### src/rtl/msg_tx_mailbox.sv
module msg_tx_mailbox #(
  parameter int ADDR_W       = 8,
  parameter int MSG_BYTES    = 8,
  parameter int STAT_ADDR    = 'h0A,
  parameter int IEN_ADDR     = 'h0B,
  parameter int SEND_ADDR    = 'h0C,
  parameter int DATA_HI_ADDR = 'h0D,
  parameter int IEN_BITS     = 4
) (
  input  logic              clk,
  input  logic              rst_n,
  input  logic              reg_wr,
  input  logic [ADDR_W-1:0] reg_addr,
  input  logic [7:0]        reg_wdata,
  output logic [7:0]        reg_rdata,
  output logic              tx_valid,
  output logic [7:0]        tx_data,
  input  logic              tx_ready,
  input  logic              far_ack,
  output logic              irq
);
  localparam int PW = (MSG_BYTES > 1) ? $clog2(MSG_BYTES) : 1;
  localparam logic [ADDR_W-1:0] A_STAT = ADDR_W'(STAT_ADDR);
  localparam logic [ADDR_W-1:0] A_IEN  = ADDR_W'(IEN_ADDR);
  localparam logic [ADDR_W-1:0] A_SEND = ADDR_W'(SEND_ADDR);
  localparam logic [ADDR_W-1:0] A_DHI  = ADDR_W'(DATA_HI_ADDR);
  localparam logic [PW-1:0]     LAST   = PW'(MSG_BYTES - 1);

  logic [7:0]          msg [MSG_BYTES];
  logic                busy;
  logic [PW-1:0]       ptr;
  logic [IEN_BITS-1:0] ien;

  logic [ADDR_W-1:0] off;
  logic              in_data;
  logic [PW-1:0]     idx;

  assign off     = reg_addr - A_DHI;
  assign in_data = (reg_addr >= A_DHI) && (off < ADDR_W'(MSG_BYTES));
  assign idx     = LAST - off[PW-1:0];

  wire send_wr = reg_wr && (reg_addr == A_SEND);
  wire start   = send_wr && reg_wdata[0] && !busy;
  wire abort   = send_wr && !reg_wdata[0] && busy;

  always_ff @(posedge clk) begin
    if (!rst_n) begin
      busy <= 1'b0;
      ptr  <= LAST;
      ien  <= '0;
      for (int k = 0; k < MSG_BYTES; k++) msg[k] <= 8'h00;
    end else begin
      if (busy && (far_ack || abort)) busy <= 1'b0;
      else if (start) busy <= 1'b1;

      if (start) ptr <= LAST;
      else if (busy && tx_ready) ptr <= (ptr == '0) ? LAST : ptr - 1'b1;

      if (reg_wr && reg_addr == A_IEN) ien <= reg_wdata[IEN_BITS-1:0];
      if (reg_wr && in_data && !busy) msg[idx] <= reg_wdata;
    end
  end

  assign tx_valid = busy;
  assign tx_data  = msg[ptr];
  assign irq      = !busy && ien[0];

  always_comb begin
    reg_rdata = 8'h00;
    if (reg_addr == A_STAT)      reg_rdata[0] = !busy;
    else if (reg_addr == A_SEND) reg_rdata[0] = busy;
    else if (reg_addr == A_IEN)  reg_rdata[IEN_BITS-1:0] = ien;
    else if (in_data)            reg_rdata = msg[idx];
  end
endmodule


### config.mk
export PLATFORM = sky130hd
export DESIGN_NAME = msg_tx_mailbox
export DESIGN_NICKNAME = d
export VERILOG_FILES = /design/src/rtl/msg_tx_mailbox.sv
export SDC_FILE = /design/constraint.sdc
export NUM_CORES = 1
export LEC_CHECK = 0
export BUFFER_PORTS_ARGS = -buffer_cell sky130_fd_sc_hd__clkbuf_2
export CORE_ASPECT_RATIO = 0.7
export CORE_MARGIN = 3
export CORE_UTILIZATION = 50
export DETAILED_ROUTE_END_ITERATION = 12
export PLACE_DENSITY = 0.72
export REMOVE_ABC_BUFFERS = 1
export SLEW_MARGIN = 20
export SYNTH_ARGS = -nofsm -noshare
export SYNTH_HDL_FRONTEND = slang
export SYNTH_SLANG_ARGS = --single-unit
### constraint.sdc
create_clock -name clk -period 2.8 [get_ports clk]
set_clock_uncertainty 0.1 [all_clocks]
set_input_delay 0.42 -clock clk [delete_from_list [all_inputs] [get_ports clk]]
set_output_delay 0.42 -clock clk [all_outputs]
set_load 0.01 [all_outputs]
==> flow_summary.json, run 1 <==
{
  "firstDrtPassIters": 5,
  "finalHoldViolCount": 0,
  "tritoncts": "done",
  "finalInstanceArea_mm2": 0.00527,
  "dpl.hpwl_um": 8500,
  "slew_viol_final": 0,
  "syn-cell-area_mm2": 0.00430,
  "fp.dieArea_mm2": 0.00977,
  "tightest_pin_transition_ps": 582,
  "pin_count_of_the_biggest_net_entering_global_routing": 33,
  "worst_setup_path_end_kind": "primary output",
  "routed_via_count_divided_by_cell_count": 6.57,
  "placement_rows": 27,
  "worstPathArrival_ps": 2160,
  "core_mm2": 0.00811,
  "cts-root-to-sink-buffers": 2,
  "drc": 0,
  "syn_area_per_cell_um2": 11.9,
  "worstHoldPathType": "input port to register",
  "flip_flop_cell_with_the_highest_count_after_synthesis": "sky130_fd_sc_hd__edfxtp_1",
  "port_buffers": 38,
  "wl_per_cell_um": 22.4,
  "place.gp.congestion": 0.946,
  "crit_path_max_fanout": 8,
  "htreeDepth": 3,
  "run_status": "finished clean",
  "power_leakage_nw": 1.96,
  "most_common_cell_after_layout_fill_and_taps_aside": "sky130_fd_sc_hd__edfxtp_1",
  "netlist-cell-type-count": 51,
  "number_of_global_route_vias_before_repair": 3336,
  "global_route.usage.total": 0.252,
  "first_iter_violations": 517,
  "synth-warning-count": 0,
  "pwr_density_cell_mw_per_mm2": 580,
  "worst-setup-path-type": "input port to primary output",
  "floorplan.initialDensity": 0.530,
  "numPlacedInstances": 517,
  "final_net_count": 454,
  "number_of_enable_type_register_cells_in_the_synthesized_netlist": 64,
  "gr-total-overflow": 0,
  "period_minus_slack_ps": 2680,
  "drtAntennaViolNets": 0,
  "clkLatencyLatePin_ps": 340,
  "final_core_utilization": 0.649,
  "finalCritPeriodShare": 0.956,
  "slew_headroom": 0.609,
  "instances_no_fill": 533,
  "setup_viol": 0,
  "diodes": 0,
  "worst_setup_path_start_kind": "input port",
  "drt-total-wl_um": 12000,
  "floorplan.die.height_um": 83.6,
  "numCtsBuffers": 9,
  "crit_required_ps": 2280,
  "grt_first_pass_wirelength_um": 18500,
  "final_layout_size_suffix_gt1_frac": 0.352,
  "async_flop_share": 0,
  "synthCells": 361,
  "mostFrequentLayoutCells": "sky130_fd_sc_hd__edfxtp_1, sky130_fd_sc_hd__nor4_1, sky130_fd_sc_hd__buf_4",
  "number_of_register_bits_inferred_by_synthesis": 75,
  "netlist_top_cells_area": "sky130_fd_sc_hd__edfxtp_1, sky130_fd_sc_hd__mux4_2, sky130_fd_sc_hd__nor4_1",
  "synth-seq-area-share": 0.498,
  "initial_antenna_violation_count": 0,
  "fillCellCount": 612,
  "clkTransAtPathRegs_ps": 60,
  "grt_setup_unrepaired": "false",
  "horizontal_die_dimension_um": 117,
  "numClockSinks": 75,
  "ir_worst_vdd_mv": 0.381,
  "cts_root_buf": "sky130_fd_sc_hd__clkbuf_16",
  "synth_area_leader_cell": "sky130_fd_sc_hd__edfxtp_1",
  "areaGrowthSynthToFinish_pct": 22.4,
  "cts_setup_buffers": 0,
  "dpl-instance-area_mm2": 0.00490,
  "vias_after_detailed_routing": 3500,
  "synth_top_cell_area_share": 0.447,
  "maxClockFrequency_ghz": 0.373,
  "max_cap_violations": 0,
  "i_o_pins": 39
}
[cell type report]
cell class | count | area, µm² | share of cell area
multi-input cells | 233 | 1970 | 0.374
inverters | 17 | 63.8 | 0.0121
clock inverters | 7 | 115 | 0.0219
repair buffers | 91 | 626 | 0.119
clock buffers | 9 | 225 | 0.0428
well taps | 101 | 126 | 0.0240
flip-flops and latches | 75 | 2140 | 0.407
[state kept, by name, summed over array words and instances (netlist names), named ones only]
| name | count |
|---|---|
| ien | 4 |
| ptr | 3 |
| tx_valid | 1 |
| msg | 64 |
[power breakdown]
group / internal [mW] / switching, mW / total (mW)
Clock: 0.869 / 0.461 / 1.33
Sequential: 1.26 / 0.0299 / 1.29
Combinational: 0.187 / 0.249 / 0.435
[final timing paths]
kind	start	to	slack, ps	cells past startpoint
max	reg_addr[1]	reg_rdata[6]	120	9
min	far_ack	tx_valid$_SDFFE_PP0P_	230	4
max reg2reg	tx_valid$_SDFFE_PP0P_	msg[6][4]$_SDFFCE_PN0P_	710	5
min reg2reg	ptr[2]$_SDFFE_PP1P_	register	420	2
[what timing repair did]
| action | 4_1_cts | 5_1_grt |
|---|---|---|
| resized for setup | 2 | 2 |
| pin swaps | 0 | 2 |
| setup endpoints to repair | 5 | 4 |
| hold buffers | 0 | 0 |
[logic make-up after synthesis]
group                      Yosys count  share of synthesized area
AOI/OAI and AO/OA                   46                     0.0861
xor gates and xnor gates             4                    0.00989
adders and majority gates            6                     0.0175
buffers and inverters               53                     0.0544
DFF                                 75                      0.498
muxes                               45                      0.159
and+or+nand+nor                    132                      0.175
[synthesized netlist by cell type (all sizes together) (2+ instances only)]
master   count
and3         3
o221ai       4
o31ai        7
edfxtp      64
o22ai        3
a2111oi      2
mux2        16
ha           6
mux4        17
nor2         9
and2         4
and3b        2
nor3        11
nand2b       3
inv         13
o21ai        5
o32ai        3
mux2i       12
a211oi       3
o2111ai      2
nand4        4
nand2       17
xor2         2
dfxtp       11
a21oi        6
o211ai       3
nor2b        8
xnor2        2
or3          5
clkbuf      11
nor4        59
clkinv       4
o31a         2
nand3        4
a221oi       2
buf         25
or2          2
[metrics by stage]
stage	setup TNS [ps]	worst slack, ps	total power, mW	hold slack [ps]
2_1_floorplan	-155920	-1680	1.51	371
3_3_place_gp	-4.84	-4.84	1.72	392
3_5_place_dp	-628	-86.3	1.73	411
4_1_cts	0	0.832	3.05	222
5_1_grt	0	25.4	3.14	259
6_report	0	122	3.05	225
[critical path, stage by stage]
cell                       delay, ps
sky130_fd_sc_hd__clkbuf_2        100
sky130_fd_sc_hd__inv_1            80
sky130_fd_sc_hd__ha_1            310
sky130_fd_sc_hd__buf_4           170
sky130_fd_sc_hd__mux2_2          340
sky130_fd_sc_hd__a221oi_1        320
sky130_fd_sc_hd__nor2_1           70
sky130_fd_sc_hd__o21ba_2         220
sky130_fd_sc_hd__clkbuf_2        120
[layer usage]
metal	vias up	wire (µm)	track usage	share of wire
met5	-	0	0	0
met3	17	1020	0.0543	0.085
met4	0	141	0.0667	0.012
met2	185	5480	0.371	0.46
met1	1717	5320	0.375	0.44
li1	1581	-	-	-
(Power assumes the default switching activity.)
==> run 2, diff against run 1 <==
--- a/config.mk
+++ b/config.mk
@@ -5,12 +5,15 @@
 export SDC_FILE = /design/constraint.sdc
 export NUM_CORES = 1
 export LEC_CHECK = 0
+export ABC_AREA = 1
 export BUFFER_PORTS_ARGS = -buffer_cell sky130_fd_sc_hd__clkbuf_2
+export CELL_PAD_IN_SITES_DETAIL_PLACEMENT = 1
+export CELL_PAD_IN_SITES_GLOBAL_PLACEMENT = 1
 export CORE_ASPECT_RATIO = 0.7
 export CORE_MARGIN = 3
-export CORE_UTILIZATION = 50
+export CORE_UTILIZATION = 40
 export DETAILED_ROUTE_END_ITERATION = 12
-export PLACE_DENSITY = 0.72
+export PLACE_DENSITY_LB_ADDON = 0.1
 export REMOVE_ABC_BUFFERS = 1
 export SLEW_MARGIN = 20
 export SYNTH_ARGS = -nofsm -noshare
==> flow_summary.json, run 2 <==
{
  "run_status": "finished clean",
  "syn_area_per_cell_um2": 7.95,
  "setup_ws_ps": 143,
  "fp.dieArea_mm2": 0.0120,
  "slew_headroom": 0.446,
  "firstDrtPassIters": 5,
  "grt_setup_unrepaired": "false",
  "number_of_global_route_vias_before_repair": 3898,
  "clkLatencyLatePin_ps": 340,
  "wl_per_cell_um": 19.9,
  "htreeDepth": 3,
  "routed_via_count_divided_by_cell_count": 5.52,
  "max_ffs_per_register": 64,
  "floorplan.die.height_um": 92.7,
  "synth_area_leader_cell": "sky130_fd_sc_hd__edfxtp_1",
  "diodes": 0,
  "gr-total-overflow": 0,
  "netlist_top_cells_area": "sky130_fd_sc_hd__edfxtp_1, sky130_fd_sc_hd__nand2_1, sky130_fd_sc_hd__nor2_1",
  "r2r_setup_slack_ps": 930,
  "drtAntennaViolNets": 0,
  "i_o_pins": 39,
  "numCtsBuffers": 9,
  "numClockSinks": 75,
  "mostFrequentLayoutCells": "sky130_fd_sc_hd__nand2_1, sky130_fd_sc_hd__nor2_1, sky130_fd_sc_hd__o21ai_0",
  "cts_resized": 0,
  "placement_rows": 30,
  "synth_top_cell_area_share": 0.448,
  "final-seq-area_mm2": 0.00214,
  "r2r-start": "tx_valid$_SDFFE_PP0P_",
  "number_of_register_bits_inferred_by_synthesis": 75,
  "placement.setup.worst_slack_ps": 148,
  "global_route.usage.total": 0.249,
  "fillCellCount": 1278,
  "worst_setup_path_start_kind": "register",
  "cts.hold.buffers_added": 0,
  "vias_after_detailed_routing": 3928,
  "max_cap_violations": 0,
  "netlist-cell-type-count": 22,
  "worst_hold_path.endpoint": "tx_valid$_SDFFE_PP0P_",
  "tightest_pin_transition_ps": 830,
  "min_hold_slack_ps": 236,
  "most_common_cell_after_layout_fill_and_taps_aside": "sky130_fd_sc_hd__nand2_1",
  "slowest_stage": "sky130_fd_sc_hd__inv_1",
  "drt-total-wl_um": 14100,
  "top_register": "msg",
  "max_stage_delay_ps": 610,
  "clkTransAtPathRegs_ps": 60,
  "switching_share": 0.243,
  "core_mm2": 0.0101,
  "cts_root_buf": "sky130_fd_sc_hd__clkbuf_16",
  "period_minus_slack_ps": 2660,
  "slew_viol_final": 0,
  "share_seq_of_total_power": 0.436,
  "biggestRegsByFlops": "msg (64), ien (4), ptr (3)",
  "total_switching_power_mw": 0.699,
  "holdPathStages": 4,
  "grt_first_pass_wirelength_um": 22200,
  "pwr-share-comb": 0.098,
  "synth_commonest_cells": "sky130_fd_sc_hd__nand2_1, sky130_fd_sc_hd__nor2_1, sky130_fd_sc_hd__o21ai_0",
  "worstHoldPathType": "input port to register",
  "worstPathArrival_ps": 2140,
  "synth-warning-count": 0,
  "place.gp.congestion": 0.913,
  "horizontal_die_dimension_um": 130,
  "number_of_enable_type_register_cells_in_the_synthesized_netlist": 64,
  "syn-cell-area_mm2": 0.00429,
  "areaGrowthSynthToFinish_pct": 16.2,
  "worst_setup_path_end_kind": "primary output",
  "crit_required_ps": 2280,
  "floorplan.initialDensity": 0.427,
  "yosysMostFrequentCell": "sky130_fd_sc_hd__nand2_1",
  "worst_case_reg_to_reg_path_depth": 4,
  "pin_count_of_the_biggest_net_entering_global_routing": 60,
  "worst-setup-path-type": "register to primary output",
  "first_iter_violations": 323,
  "finalHoldViolCount": 0,
  "regToRegEndpoint": "msg[3][2]$_SDFFCE_PN0P_",
  "port_buffers": 38,
  "final_net_count": 606,
  "setup_viol": 0,
  "critPathBufInv": 2,
  "initial_antenna_violation_count": 0,
  "setup_tns_ps": 0,
  "cts_setup_buffers": 0,
  "synthCells": 540,
  "ir_worst_vdd_mv": 0.408,
  "tritoncts": "done",
  "drc": 0,
  "dpl.hpwl_um": 10100,
  "hold_start": "far_ack",
  "area_of_the_multi_input_gates_mm2": 0.00182,
  "cp_top_family": "buffers and inverters",
  "async_flop_share": 0,
  "path_cells": "inv_1 > o21ai_0 > nand2_1 > nor2_1 > a31oi_1 > clkbuf_2",
  "power_total_mw": 2.88,
  "power_leakage_nw": 2.22,
  "maxClockFrequency_ghz": 0.376,
  "final_layout_size_suffix_gt1_frac": 0.132,
  "crit_path_max_fanout": 25,
  "synth-seq-area-share": 0.499,
  "flip_flop_cell_with_the_highest_count_after_synthesis": "sky130_fd_sc_hd__edfxtp_1",
  "internal_mw": 2.18,
  "pwr_density_cell_mw_per_mm2": 577,
  "cts-root-to-sink-buffers": 2,
  "clock_power_share": 0.466,
  "finalCritPeriodShare": 0.949
}
run 2: cell types whose count changed after synthesis, moves of 11 or more:
cell | previous run | this run
sky130_fd_sc_hd__a21oi_1 | 6 | 36
sky130_fd_sc_hd__nor2_1 | 9 | 101
sky130_fd_sc_hd__mux4_2 | 17 | 0
sky130_fd_sc_hd__o21ai_0 | 4 | 66
sky130_fd_sc_hd__mux2_2 | 16 | 0
sky130_fd_sc_hd__nand2_1 | 17 | 128
sky130_fd_sc_hd__mux2i_1 | 12 | 0
sky130_fd_sc_hd__inv_1 | 13 | 51
sky130_fd_sc_hd__buf_2 | 16 | 5
sky130_fd_sc_hd__nor4_1 | 59 | 0
run 2: layout make-up:
cell class | instances | area share
clock inverters | 3 | 0.0138
repair buffers | 50 | 0.0587
clock buffers | 13 | 0.0544
multi-input cells | 381 | 0.365
flip-flops and latches | 75 | 0.429
well taps | 128 | 0.0321
inverters | 62 | 0.0467
run 2: logic make-up after synthesis:
| logic type | Yosys count | synth area share |
|---|---|---|
| and+or+nand+nor | 256 | 0.260 |
| DFF | 75 | 0.499 |
| AOI/OAI and AO/OA | 119 | 0.146 |
| buffers and inverters | 84 | 0.0767 |
| adders and majority gates | 6 | 0.0175 |
run 2: per-layer routing:
metal	track usage	up-vias	share of wire
li1	-	1866	-
met1	0.367	1930	0.48
met2	0.372	118	0.44
met3	0.0530	14	0.065
met4	0.0631	0	0.010
met5	0	-	0
run 2: power groups by stage:
stage | sequential (mW) | combinational (mW) | clock (mW)
2_1_floorplan | 1.27 | 0.153 | 0
3_3_place_gp | 1.28 | 0.270 | 0
3_5_place_dp | 1.28 | 0.278 | 0
4_1_cts | 1.25 | 0.280 | 1.35
5_1_grt | 1.26 | 0.313 | 1.40
6_report | 1.25 | 0.281 | 1.34
run 2: how the worst max path moves through the flow:
stage / slack (ps) / from / to / cells after the start
final: 140 / register / tx_data[0] / 6
after global routing: 9 / register / tx_data[1] / 6
after floorplan: 290 / reg_addr[0] / reg_rdata[0] / 10
after CTS: 140 / register / tx_data[1] / 6
after global placement: 240 / reg_addr[0] / msg[1][4]$_SDFFCE_PN0P_ / 11
after detailed placement: 150 / reg_addr[0] / msg[3][7]$_SDFFCE_PN0P_ / 11
run 2: worst register-to-register path: stages (launching register included):
cell and delay, ps:
sky130_fd_sc_hd__dfxtp_1 370, sky130_fd_sc_hd__nor3_4 190, sky130_fd_sc_hd__buf_4 290, sky130_fd_sc_hd__nand3_4 180
sky130_fd_sc_hd__nand2_1 390
run 2: through the flow:
stage                     std cells  instance area, µm²   util
after floorplan                 518                4200      -
after global placement          696                4650  0.462
after detailed placement        696                4650  0.462
after CTS                       712                4990  0.496
after global routing            712                4990  0.496
final                           712                4990  0.496
